<file path="src/rtl/sdb_pkg.sv">
package sdb_pkg;

    typedef enum logic [1:0] {
        ST_IDLE  = 2'd0,
        ST_EVAL  = 2'd1,
        ST_APPLY = 2'd2
    } ctl_state_t;

endpackage

</file>
<file path="src/rtl/sdb_run_counter.sv">
module sdb_run_counter #(
    parameter int LIMIT = 4
) (
    input  logic clk,
    input  logic rst_n,
    input  logic step,
    input  logic hit,
    input  logic clr,
    output logic full
);
    localparam int CW = $clog2(LIMIT + 1);

    logic [CW-1:0] cnt;

    always_ff @(posedge clk or negedge rst_n) begin
        if (!rst_n) begin
            cnt <= '0;
        end else if (clr) begin
            cnt <= '0;
        end else if (step) begin
            if (!hit)
                cnt <= '0;
            else if (cnt != CW'(LIMIT))
                cnt <= cnt + 1'b1;
        end
    end

    assign full = (cnt == CW'(LIMIT));

endmodule

</file>
<file path="src/rtl/sdb_qos_layout.sv">
module sdb_qos_layout #(
    parameter int NAPP = 4,
    parameter int SH_W = 8,
    parameter int IW   = 2
) (
    input  logic [IW-1:0]        crit_sel,
    input  logic [SH_W-1:0]      crit_share,
    output logic [NAPP*SH_W-1:0] layout
);
    localparam int TOTAL = 1 << SH_W;
    localparam int AW    = SH_W + 2;

    logic [AW-1:0] rest, each, rem;
    logic          rem_given;

    always_comb begin
        rest      = AW'(TOTAL) - AW'(crit_share);
        each      = rest / AW'(NAPP - 1);
        rem       = rest % AW'(NAPP - 1);
        rem_given = 1'b0;
        layout    = '0;
        for (int i = 0; i < NAPP; i++) begin
            if (IW'(i) == crit_sel) begin
                layout[i*SH_W +: SH_W] = crit_share;
            end else begin
                layout[i*SH_W +: SH_W] = SH_W'(each + (rem_given ? AW'(0) : rem));
                rem_given = 1'b1;
            end
        end
    end

endmodule

</file>
<file path="src/rtl/sdb_fair_rebal.sv">
module sdb_fair_rebal #(
    parameter int NAPP = 4,
    parameter int SH_W = 8,
    parameter int STEP = 8
) (
    input  logic [NAPP*SH_W-1:0] share_in,
    input  logic [NAPP-1:0]      miss_mask,
    output logic [NAPP*SH_W-1:0] share_out
);
    localparam int AW = SH_W + $clog2(NAPP) + 1;

    logic [AW-1:0] give [NAPP];
    logic [AW-1:0] pool, nmiss, divisor, each, rem;
    logic          rem_given;

    always_comb begin
        pool  = '0;
        nmiss = '0;
        for (int i = 0; i < NAPP; i++) begin
            give[i] = '0;
            if (miss_mask[i]) begin
                nmiss = nmiss + 1'b1;
            end else if (AW'(share_in[i*SH_W +: SH_W]) > AW'(STEP)) begin
                give[i] = AW'(STEP);
            end else begin
                give[i] = AW'(share_in[i*SH_W +: SH_W]) - 1'b1;
            end
            pool = pool + give[i];
        end
        divisor   = (nmiss == '0) ? AW'(1) : nmiss;
        each      = pool / divisor;
        rem       = pool % divisor;
        rem_given = 1'b0;
        share_out = share_in;
        if (nmiss != '0 && nmiss != AW'(NAPP)) begin
            for (int i = 0; i < NAPP; i++) begin
                if (miss_mask[i]) begin
                    share_out[i*SH_W +: SH_W] = SH_W'(AW'(share_in[i*SH_W +: SH_W])
                                                + each + (rem_given ? AW'(0) : rem));
                    rem_given = 1'b1;
                end else begin
                    share_out[i*SH_W +: SH_W] = SH_W'(AW'(share_in[i*SH_W +: SH_W]) - give[i]);
                end
            end
        end
    end

endmodule

</file>
<file path="src/rtl/sdb_bw_alloc.sv">
module sdb_bw_alloc
    import sdb_pkg::*;
#(
    parameter int NAPP       = 4,
    parameter int SD_W       = 12,
    parameter int SH_W       = 8,
    parameter int N_INT      = 4,
    parameter int EPS        = 2,
    parameter int STEP       = 8,
    parameter int INIT_SHARE = 64,
    parameter int BOUND_INIT = 48
) (
    input  logic                 clk,
    input  logic                 rst_n,
    input  logic                 fair_mode,
    input  logic [1:0]           crit_sel,
    input  logic                 sd_valid,
    input  logic [NAPP*SD_W-1:0] sd_vec,
    output logic [NAPP*SH_W-1:0] share_vec,
    output logic [SD_W-1:0]      bound,
    output logic                 notify
);
    localparam int TOTAL = 1 << SH_W;
    localparam int MAXC  = TOTAL - (NAPP - 1);
    localparam int HALF  = NAPP / 2;
    localparam int NW    = $clog2(NAPP + 1);
    localparam int QW    = (N_INT > 1) ? $clog2(N_INT) : 1;

    function automatic logic [NAPP*SH_W-1:0] reset_layout();
        logic [NAPP*SH_W-1:0] v;
        int rest, each, rem;
        rest = TOTAL - INIT_SHARE;
        each = rest / (NAPP - 1);
        rem  = rest % (NAPP - 1);
        v    = '0;
        v[SH_W-1:0] = SH_W'(INIT_SHARE);
        for (int i = 1; i < NAPP; i++)
            v[i*SH_W +: SH_W] = SH_W'(each + ((i == 1) ? rem : 0));
        return v;
    endfunction

    localparam logic [NAPP*SH_W-1:0] RST_SHARES = reset_layout();

    ctl_state_t                   state, state_nx;
    logic [NAPP-1:0][SD_W-1:0]    sd_q;
    logic [NAPP*SH_W-1:0]         share_q, qos_shares, fair_shares;
    logic [SH_W-1:0]              crit_share, c_next, c_up, c_dn;
    logic [SH_W:0]                c_sum;
    logic [SD_W-1:0]              bound_q, max_sd, crit_sd;
    logic [SD_W:0]                band_hi, crit_plus;
    logic [NAPP-1:0]              miss_mask;
    logic [NW-1:0]                nmiss;
    logic                         notify_q, crit_miss, crit_hi, crit_lo;
    logic                         majority, all_met, review_q;
    logic [QW-1:0]                qcnt;
    logic                         note_full, tight_full, relax_full;
    logic                         in_eval, apply_phase;

    // state register
    always_ff @(posedge clk or negedge rst_n) begin
        if (!rst_n) state <= ST_IDLE;
        else        state <= state_nx;
    end

    // next-state decode
    always_comb begin
        state_nx = state;
        unique case (state)
            ST_IDLE:  if (sd_valid) state_nx = ST_EVAL;
            ST_EVAL:  state_nx = ST_APPLY;
            ST_APPLY: state_nx = ST_IDLE;
            default:  state_nx = ST_IDLE;
        endcase
    end

    assign in_eval     = (state == ST_EVAL);
    assign apply_phase = (state == ST_APPLY);

    // interval classification
    always_comb begin
        nmiss  = '0;
        max_sd = '0;
        for (int i = 0; i < NAPP; i++) begin
            miss_mask[i] = sd_q[i] > bound_q;
            nmiss        = nmiss + NW'(miss_mask[i]);
            if (sd_q[i] > max_sd) max_sd = sd_q[i];
        end
        crit_sd   = sd_q[crit_sel];
        crit_miss = crit_sd > bound_q;
        band_hi   = {1'b0, bound_q} + (SD_W+1)'(EPS);
        crit_plus = {1'b0, crit_sd} + (SD_W+1)'(EPS);
        crit_hi   = {1'b0, crit_sd} > band_hi;
        crit_lo   = crit_plus < {1'b0, bound_q};
        majority  = nmiss > NW'(HALF);
        all_met   = (nmiss == '0);
    end

    // critical share step with clamping
    always_comb begin
        c_sum  = {1'b0, crit_share} + (SH_W+1)'(STEP);
        c_up   = (c_sum > (SH_W+1)'(MAXC)) ? SH_W'(MAXC) : c_sum[SH_W-1:0];
        c_dn   = (crit_share > SH_W'(STEP)) ? crit_share - SH_W'(STEP) : SH_W'(1);
        c_next = crit_hi ? c_up : (crit_lo ? c_dn : crit_share);
    end

    sdb_qos_layout #(.NAPP(NAPP), .SH_W(SH_W), .IW(2)) u_layout (
        .crit_sel   (crit_sel),
        .crit_share (c_next),
        .layout     (qos_shares)
    );

    sdb_fair_rebal #(.NAPP(NAPP), .SH_W(SH_W), .STEP(STEP)) u_rebal (
        .share_in  (share_q),
        .miss_mask (miss_mask),
        .share_out (fair_shares)
    );

    sdb_run_counter #(.LIMIT(N_INT)) u_note (
        .clk (clk), .rst_n (rst_n),
        .step (in_eval),
        .hit  (fair_mode ? majority : crit_miss),
        .clr  (1'b0),
        .full (note_full)
    );

    sdb_run_counter #(.LIMIT(N_INT)) u_tight (
        .clk (clk), .rst_n (rst_n),
        .step (in_eval && fair_mode),
        .hit  (all_met),
        .clr  (apply_phase && fair_mode && tight_full),
        .full (tight_full)
    );

    sdb_run_counter #(.LIMIT(N_INT)) u_relax (
        .clk (clk), .rst_n (rst_n),
        .step (in_eval && fair_mode),
        .hit  (majority),
        .clr  (apply_phase && fair_mode && relax_full),
        .full (relax_full)
    );

    // per-state datapath and outputs
    always_ff @(posedge clk or negedge rst_n) begin
        if (!rst_n) begin
            sd_q       <= '0;
            share_q    <= RST_SHARES;
            crit_share <= SH_W'(INIT_SHARE);
            bound_q    <= SD_W'(BOUND_INIT);
            notify_q   <= 1'b0;
            qcnt       <= '0;
            review_q   <= 1'b0;
        end else begin
            unique case (state)
                ST_IDLE: begin
                    if (sd_valid) sd_q <= sd_vec;
                end
                ST_EVAL: begin
                    if (fair_mode) begin
                        review_q <= 1'b0;
                    end else begin
                        review_q <= (qcnt == QW'(N_INT - 1));
                        qcnt     <= (qcnt == QW'(N_INT - 1)) ? '0 : qcnt + 1'b1;
                    end
                end
                ST_APPLY: begin
                    notify_q <= note_full;
                    if (fair_mode) begin
                        share_q <= fair_shares;
                        if (tight_full)
                            bound_q <= (max_sd == '1) ? max_sd : max_sd + 1'b1;
                        else if (relax_full)
                            bound_q <= max_sd;
                    end else if (review_q) begin
                        crit_share <= c_next;
                        share_q    <= qos_shares;
                    end
                end
                default: ;
            endcase
        end
    end

    assign share_vec = share_q;
    assign bound     = bound_q;
    assign notify    = notify_q;

endmodule

</file>
<file path="config.mk">
export PLATFORM = sky130hd
export DESIGN_NAME = sdb_bw_alloc
export DESIGN_NICKNAME = d
export VERILOG_FILES = /design/src/rtl/sdb_pkg.sv /design/src/rtl/sdb_run_counter.sv /design/src/rtl/sdb_qos_layout.sv /design/src/rtl/sdb_fair_rebal.sv /design/src/rtl/sdb_bw_alloc.sv
export SDC_FILE = /design/constraint.sdc
export NUM_CORES = 1
export LEC_CHECK = 0
export BUFFER_PORTS_ARGS = -buffer_cell sky130_fd_sc_hd__buf_4
export CAP_MARGIN = 30
export CORE_UTILIZATION = 40
export CTS_BUF_LIST = sky130_fd_sc_hd__clkbuf_4 sky130_fd_sc_hd__clkbuf_8 sky130_fd_sc_hd__clkbuf_16
export DETAILED_ROUTE_END_ITERATION = 7
export PLACE_DENSITY_LB_ADDON = 0.3
export SYNTH_ARGS = -nofsm -noshare
export SYNTH_HDL_FRONTEND = slang
export SYNTH_SLANG_ARGS = --single-unit
</file>
<file path="constraint.sdc">
create_clock -name clk -period 31.5 [get_ports clk]
set_input_delay 3.15 -clock clk [delete_from_list [all_inputs] [get_ports clk]]
set_output_delay 3.15 -clock clk [all_outputs]
set_load 0.02 [all_outputs]
</file>
### Word level (Yosys, flattened, before mapping)

Cells that the tools add are included.

| storage, ports and cells | value |
|---|---|
| flip-flop bits (word level) | 115 |
| logic and storage cells | 185 |

| cells by class | value |
|---|---|
| $add $sub $neg | 39 |
| divide/modulo/power cells | 4 |
| $lt $le $gt $ge | 19 |
| equal/unequal tests | 19 |
| muxes and demuxes | 67 |
| bitwise operators | 1 |
| reductions and logical operators | 22 |

Operators with widths:

| kind | number |
|---|---|
| 2-to-1 mux 8 bit | 18 |
| 2-to-1 mux 11 bit | 12 |
| adder 8 bit | 12 |
| greater-than comparator 12 bit | 8 |
| 2-to-1 mux 12 bit | 8 |
| 2-to-1 mux 32 bit | 3 |
| greater-than comparator 8 x 4 -> 1 bit (second input constant) | 5 |
| subtractor 8 x 1 -> 9 bit (second input constant) | 4 |
| adder 11 bit | 3 |
| subtractor 8 bit | 4 |
| 2-to-1 mux 3 bit | 10 |
| adder 12 x 2 -> 13 bit (second input constant) | 2 |
| binary-select mux 12 bit (select 2 bit) | 1 |
| adder 11 x 1 -> 11 bit (second input constant) | 2 |
| greater-than comparator 12 x 13 -> 1 bit | 1 |
| less-than comparator 13 x 12 -> 1 bit | 1 |
| adder 12 x 1 -> 12 bit (second input constant) | 1 |
| equality test 12 bit (second input constant) | 1 |
| greater-than comparator 12 x 1 -> 1 bit (second input constant) | 1 |
| 2-to-1 mux 1 bit | 12 |
| inequality test 3 bit (second input constant) | 4 |
| divider 11 x 11 -> 11 bit | 1 |
| logical NOT 11 bit | 1 |
| modulo 11 x 11 -> 11 bit | 1 |
| 33 further kinds | 55 |

### Longest topological paths before layout

| logic depth | value |
|---|---|
| depth in word-level cells | 20 |
| depth in mapped cells | 129 |
| gate-level depth less buffers | 122 |

### Modules after synthesis

From an unflattened synthesis, not the netlist that was laid out.

| unflattened totals | value |
|---|---|
| cells, all modules | 2,550 |
| area, all modules | 20,128.1 µm² |

By module, submodules not included:

| module | instances | cells each | area an instance (µm²) |
|---|---|---|---|
| sdb_bw_alloc | 1 | 992 | 8,992.4 |
| sdb_fair_rebal | 1 | 1,111 | 7,987.7 |
| sdb_qos_layout | 1 | 387 | 2,596.2 |
| sdb_run_counter | 3 | 20 | 183.9 |

### Least setup slack after synthesis

OpenSTA, ideal clock, no wires.

| timing | value |
|---|---|
| path type | reg-to-reg |
| start point | register bound_q[9], in the netlist bound[9] |
| end point | register share_q[31], in the netlist share_vec[31] |
| setup time | 78 ps |
| arrival time | 24,968 ps |
| required time | 31,422 ps |
| slack | 6,455 ps |
| stages on the path, launching flop included | 125 |
| buffers on the path | 7 |
| clock period less this slack | 25,045 ps |
| path through | dfrtp_1 -> inv_1 -> ha_1 -> a211o_1 -> a21oi_2 -> nand2_1 -> o21ai_0 -> clkbuf_1 -> inv_1 -> nor3_1 -> nand3_1 -> fa_1 -> inv_1 -> fa_1 -> ha_1 -> buf_2 -> a21o_1 -> nand2_1 -> (+89 left out) -> or3_1 -> buf_4 -> mux2i_2 -> nand2_1 -> fa_1 -> inv_1 -> ha_1 -> fa_1 -> a21oi_1 -> nor2_1 -> nor2_1 -> o21bai_1 -> a21oi_1 -> xnor2_1 -> nand2_1 -> mux2_2 -> o2bb2ai_1 -> a21oi_1 |

| between the ends | value |
|---|---|
| cells in the longest elaborated chain, start to end | 16 |
| elaborated cells between the ends (all ways) | 52 |
| classes of those cells | 12 x add/sub; 4 x div; 6 x order compare; 2 x eq/ne; 24 x mux; 4 x reduce/logical |

Ends and longest elaborated chain:

| what | RTL line | source |
|---|---|---|
| start, declared | sdb_bw_alloc.sv:49 | `logic [SD_W-1:0] bound_q, max_sd, crit_sd;` |
| start signal, assigned | sdb_bw_alloc.sv:148 | `bound_q <= SD_W'(BOUND_INIT);` |
| start signal, assigned | sdb_bw_alloc.sv:170 | `bound_q <= (max_sd == '1) ? max_sd : max_sd + 1'b1;` |
| start signal, assigned | sdb_bw_alloc.sv:172 | `bound_q <= max_sd;` |
| greater-than comparator 12 bit | sdb_bw_alloc.sv:84 | `miss_mask[i] = sd_q[i] > bound_q;` |
| 2-to-1 mux 1 bit | sdb_fair_rebal.sv:21, sdb_fair_rebal.sv:37 |  |
| adder 1 x 1 -> 2 bit | sdb_fair_rebal.sv:22 | `nmiss = nmiss + 1'b1;` |
| 2-to-1 mux 11 bit | sdb_fair_rebal.sv:21 | `if (miss_mask[i]) begin` |
| adder 11 x 1 -> 11 bit | sdb_fair_rebal.sv:22 |  |
| 2-to-1 mux 11 bit | sdb_fair_rebal.sv:21 |  |
| adder 11 x 1 -> 11 bit | sdb_fair_rebal.sv:22 |  |
| 2-to-1 mux 11 bit | sdb_fair_rebal.sv:21 |  |
| logical NOT 11 bit | sdb_fair_rebal.sv:30 | `divisor = (nmiss == '0) ? AW'(1) : nmiss;` |
| 2-to-1 mux 11 bit | sdb_fair_rebal.sv:30 |  |
| divider 11 x 11 -> 11 bit / modulo 11 x 11 -> 11 bit (equally long branches) | sdb_fair_rebal.sv:31, sdb_fair_rebal.sv:32 |  |
| adder 8 bit / 2-to-1 mux 8 bit (equally long branches) | sdb_fair_rebal.sv:39 | `+ each + (rem_given ? AW'(0) : rem));` |
| adder 8 bit | sdb_fair_rebal.sv:39 |  |
| 2-to-1 mux 8 bit | sdb_fair_rebal.sv:37 | `if (miss_mask[i]) begin` |
| 2-to-1 mux 32 bit | sdb_fair_rebal.sv:35 | `if (nmiss != '0 && nmiss != AW'(NAPP)) begin` |
| 2-to-1 mux 32 bit | sdb_bw_alloc.sv:167 | `if (fair_mode) begin` |
| end signal, assigned | sdb_bw_alloc.sv:168 | `share_q <= fair_shares;` |
| end signal, assigned | sdb_bw_alloc.sv:175 | `share_q <= qos_shares;` |
| end, declared | sdb_bw_alloc.sv:46 | `logic [NAPP*SH_W-1:0] share_q, qos_shares, fair_shares;` |

Parallel ways exist; a longest one is shown, timed or not. The select of a mux whose other input is x is not followed.
A chain may end at the register's enable or synchronous reset.

### Worst setup path after layout

Same ends and word-level chain as after synthesis.

==> qor.txt <==
final WL = 58100 um
die area = 0.0477 mm^2
CP required = 31.87 ns
Worst-path clk slew = 0.06 ns
Slowest Stage Delay on Critical Path = 0.70 ns
CTS tree = yes
I/O pins = 99
Detailed Place HPWL = 47300 um
routed vias = 17516
layout cells sized above 1 = 10.4%
Yosys warnings = 0
number of global-route vias before repair = 17318
setup repair bufs after CTS = 0
arrival time worst endpoint = 29.53 ns
final setup fails = 0
slowest stage cell, crit path = nor2b_1
vias per cell = 5.77
initial antenna violation count = 0
library cells used by synthesis = 87
Area contributors post-synth = ha_1 (19%), dfrtp_1 (14%), fa_1 (6.5%), o21ai_0 (4.6%), inv_1 (4.6%)
mapped cell area = 0.0188 mm^2
WL/cell = 19.2 um
Synth top cells by count = ha_1 (279), inv_1 (228), nand2_1 (218)
top_reg_cell synth = dfrtp_1
Port-buffer cells = 98
pin count of the biggest net entering global routing = 75
H-tree depth = 4
Critical Path Fanout Max = 21
DRC = 0
GRT Total Usage = 24.9%
first-pass GRT wire length = 93700 um
f_max = 34.3 MHz
Worst Setup Start Kind = flop
Setup TNS = 0 ns
die width = 219 um
Fin. Hold Viols = 0
Gate Count Post-Synth = 2340
Worst Setup Path Type = reg -> reg
clk_skew = 0.00898 ns
Critical Path Source = bound[9]
DRT Pass-1 Iters = 7
Routability Congestion = 0.951
cell with the most instances after synthesis = ha_1
register area share after synthesis = 15.4%
die height = 219 um
Core Box Area = 0.0458 mm^2
reg2reg start = bound[9]
clk sinks = 115
DRT iter0 DRCs = 1398
maximum clock path buffer count = 2
most frequent CP cell = ha_1
maxcap violations = 0
area leader, netlist = ha_1
Root Buffer = clkbuf_16
Starting Density = 41.0%
Rows = 78
Async SR Flop Fraction = 100%
status = finished clean
min cycle time layout = 29.16 ns
Final Cycle Share = 92.6%
Worst Hold Launch = state[0]
Rel. slew slack = 32.0%
CTS Buf Count = 17
Ant. Diodes = 0
RSZ-0062 raised after global routing = no
number of routed nets with antenna violations = 0
Post-layout nets = 2816
Area Growth Syn to Fin = 11.1%
top cell type's share of synthesized area = 18.6%
Fillers = 4461
Clock Latency Late Sink = 0.45 ns
gr ovfl total = 0
Max Slew Vio Count = 0
number of synthesized flops with an enable pin = 0
#FFs+latches synth = 115
worst slew pin tran = 0.994 ns
syn avg cell area = 8.01 um^2
CP Capture Type = flop
Hold Path Class = reg -> reg
==> placed cells by master (no fill, tap or decap), types with 18 or more instances in the layout <==
master	count
a21oi_1	164
or3_1	23
nor2_1	148
nor3_1	46
o21a_1	26
fa_1	61
inv_1	228
conb_1	24
mux2i_1	55
o211ai_1	49
nand3_1	47
nand4_1	39
nor2b_1	37
dfrtp_1	108
a21o_1	64
and2_1	19
a31oi_1	18
xnor2_1	96
ha_1	279
buf_4	117
nand2b_1	40
o21ai_0	170
o21bai_1	23
mux2_2	38
xor2_1	46
nand2_1	218
==> logic make-up after synthesis <==
kind of cell / Yosys count / synth area share (%)
and+or+nand+nor: 687 / 17.7
buffers and inverters: 308 / 6.26
other: 2 / 0.0400
adders and majority gates: 341 / 25.2
AOI/OAI and AO/OA: 634 / 21.5
muxes: 111 / 7.21
xor gates and xnor gates: 142 / 6.63
DFF: 115 / 15.4
==> timing repair <==
item	CTS	global route
endpoints found under the setup margin	0	3
resized for setup	0	2
hold buffers	0	0
==> flip-flops by register name (all words and copies together), names as in the netlist <==
register     flops
state            2
qcnt             2
u_note.cnt       3
bound           12
u_tight.cnt      3
share_vec       32
crit_share       8
notify           1
review_q         1
u_relax.cnt      3
sd_q            48
==> area by class of cell <==
type,instances,area (um^2),share of cell area [%]
clock buffers,21,468,2.25
clock inverters,10,125,0.600
inverters,230,863,4.14
multi-input cells,1939,14800,71.1
flip-flops and latches,115,2890,13.9
well taps,600,751,3.60
repair buffers,119,933,4.48
==> stage by stage <==
| step | setup WS [ns] | hold WS (ns) | instances | util (%) | instance area [um^2] |
|---|---|---|---|---|---|
| floorplan | 6.45 | 0.472 | 2362 | - | 18800 |
| global placement | 3.24 | 0.448 | 2999 | 44.1 | 20200 |
| detailed placement | 2.04 | 0.469 | 3003 | 44.2 | 20200 |
| CTS | 1.95 | 0.481 | 3034 | 45.5 | 20800 |
| global route | 0.0522 | 0.500 | 3034 | 45.5 | 20800 |
| finish | 2.34 | 0.476 | 3034 | 45.5 | 20800 |
==> routing by layer <==
layer  up-vias  wire [um]  global-route usage (%)
met1      8434      26300                    33.6
met5         -          0                       0
met3        85       3590                    3.94
met4         0       1400                    7.79
met2       512      26800                    40.4
li1       8485          -                       -
==> critical path, delay by kind of cell, from the launching register on <==
family,cells,cell delay (ns)
multiplexers,7,2.27
buffers and inverters,8,1.35
flip-flops,1,0.40
XOR/XNOR,2,0.45
AND/OR/NAND/NOR,37,9.16
adder cells (fa/ha/maj),18,6.10
AO/OA/AOI/OAI,45,9.29
==> worst paths after layout <==
check	slack, ns	depth (start not counted)	to
min in group asynchronous	2.71	1	sd_q[13]
max in group asynchronous	27.71	3	share_vec[6]
worst max register to register	2.34	117	share_vec[31]
worst min-delay path	0.48	1	state[0]
worst min register to register	0.48	1	state[0]
worst max-delay path	2.34	117	share_vec[31]
Power is not shown: default switching activity piles up to over one toggle a cycle in this logic, so the estimate is an artifact.
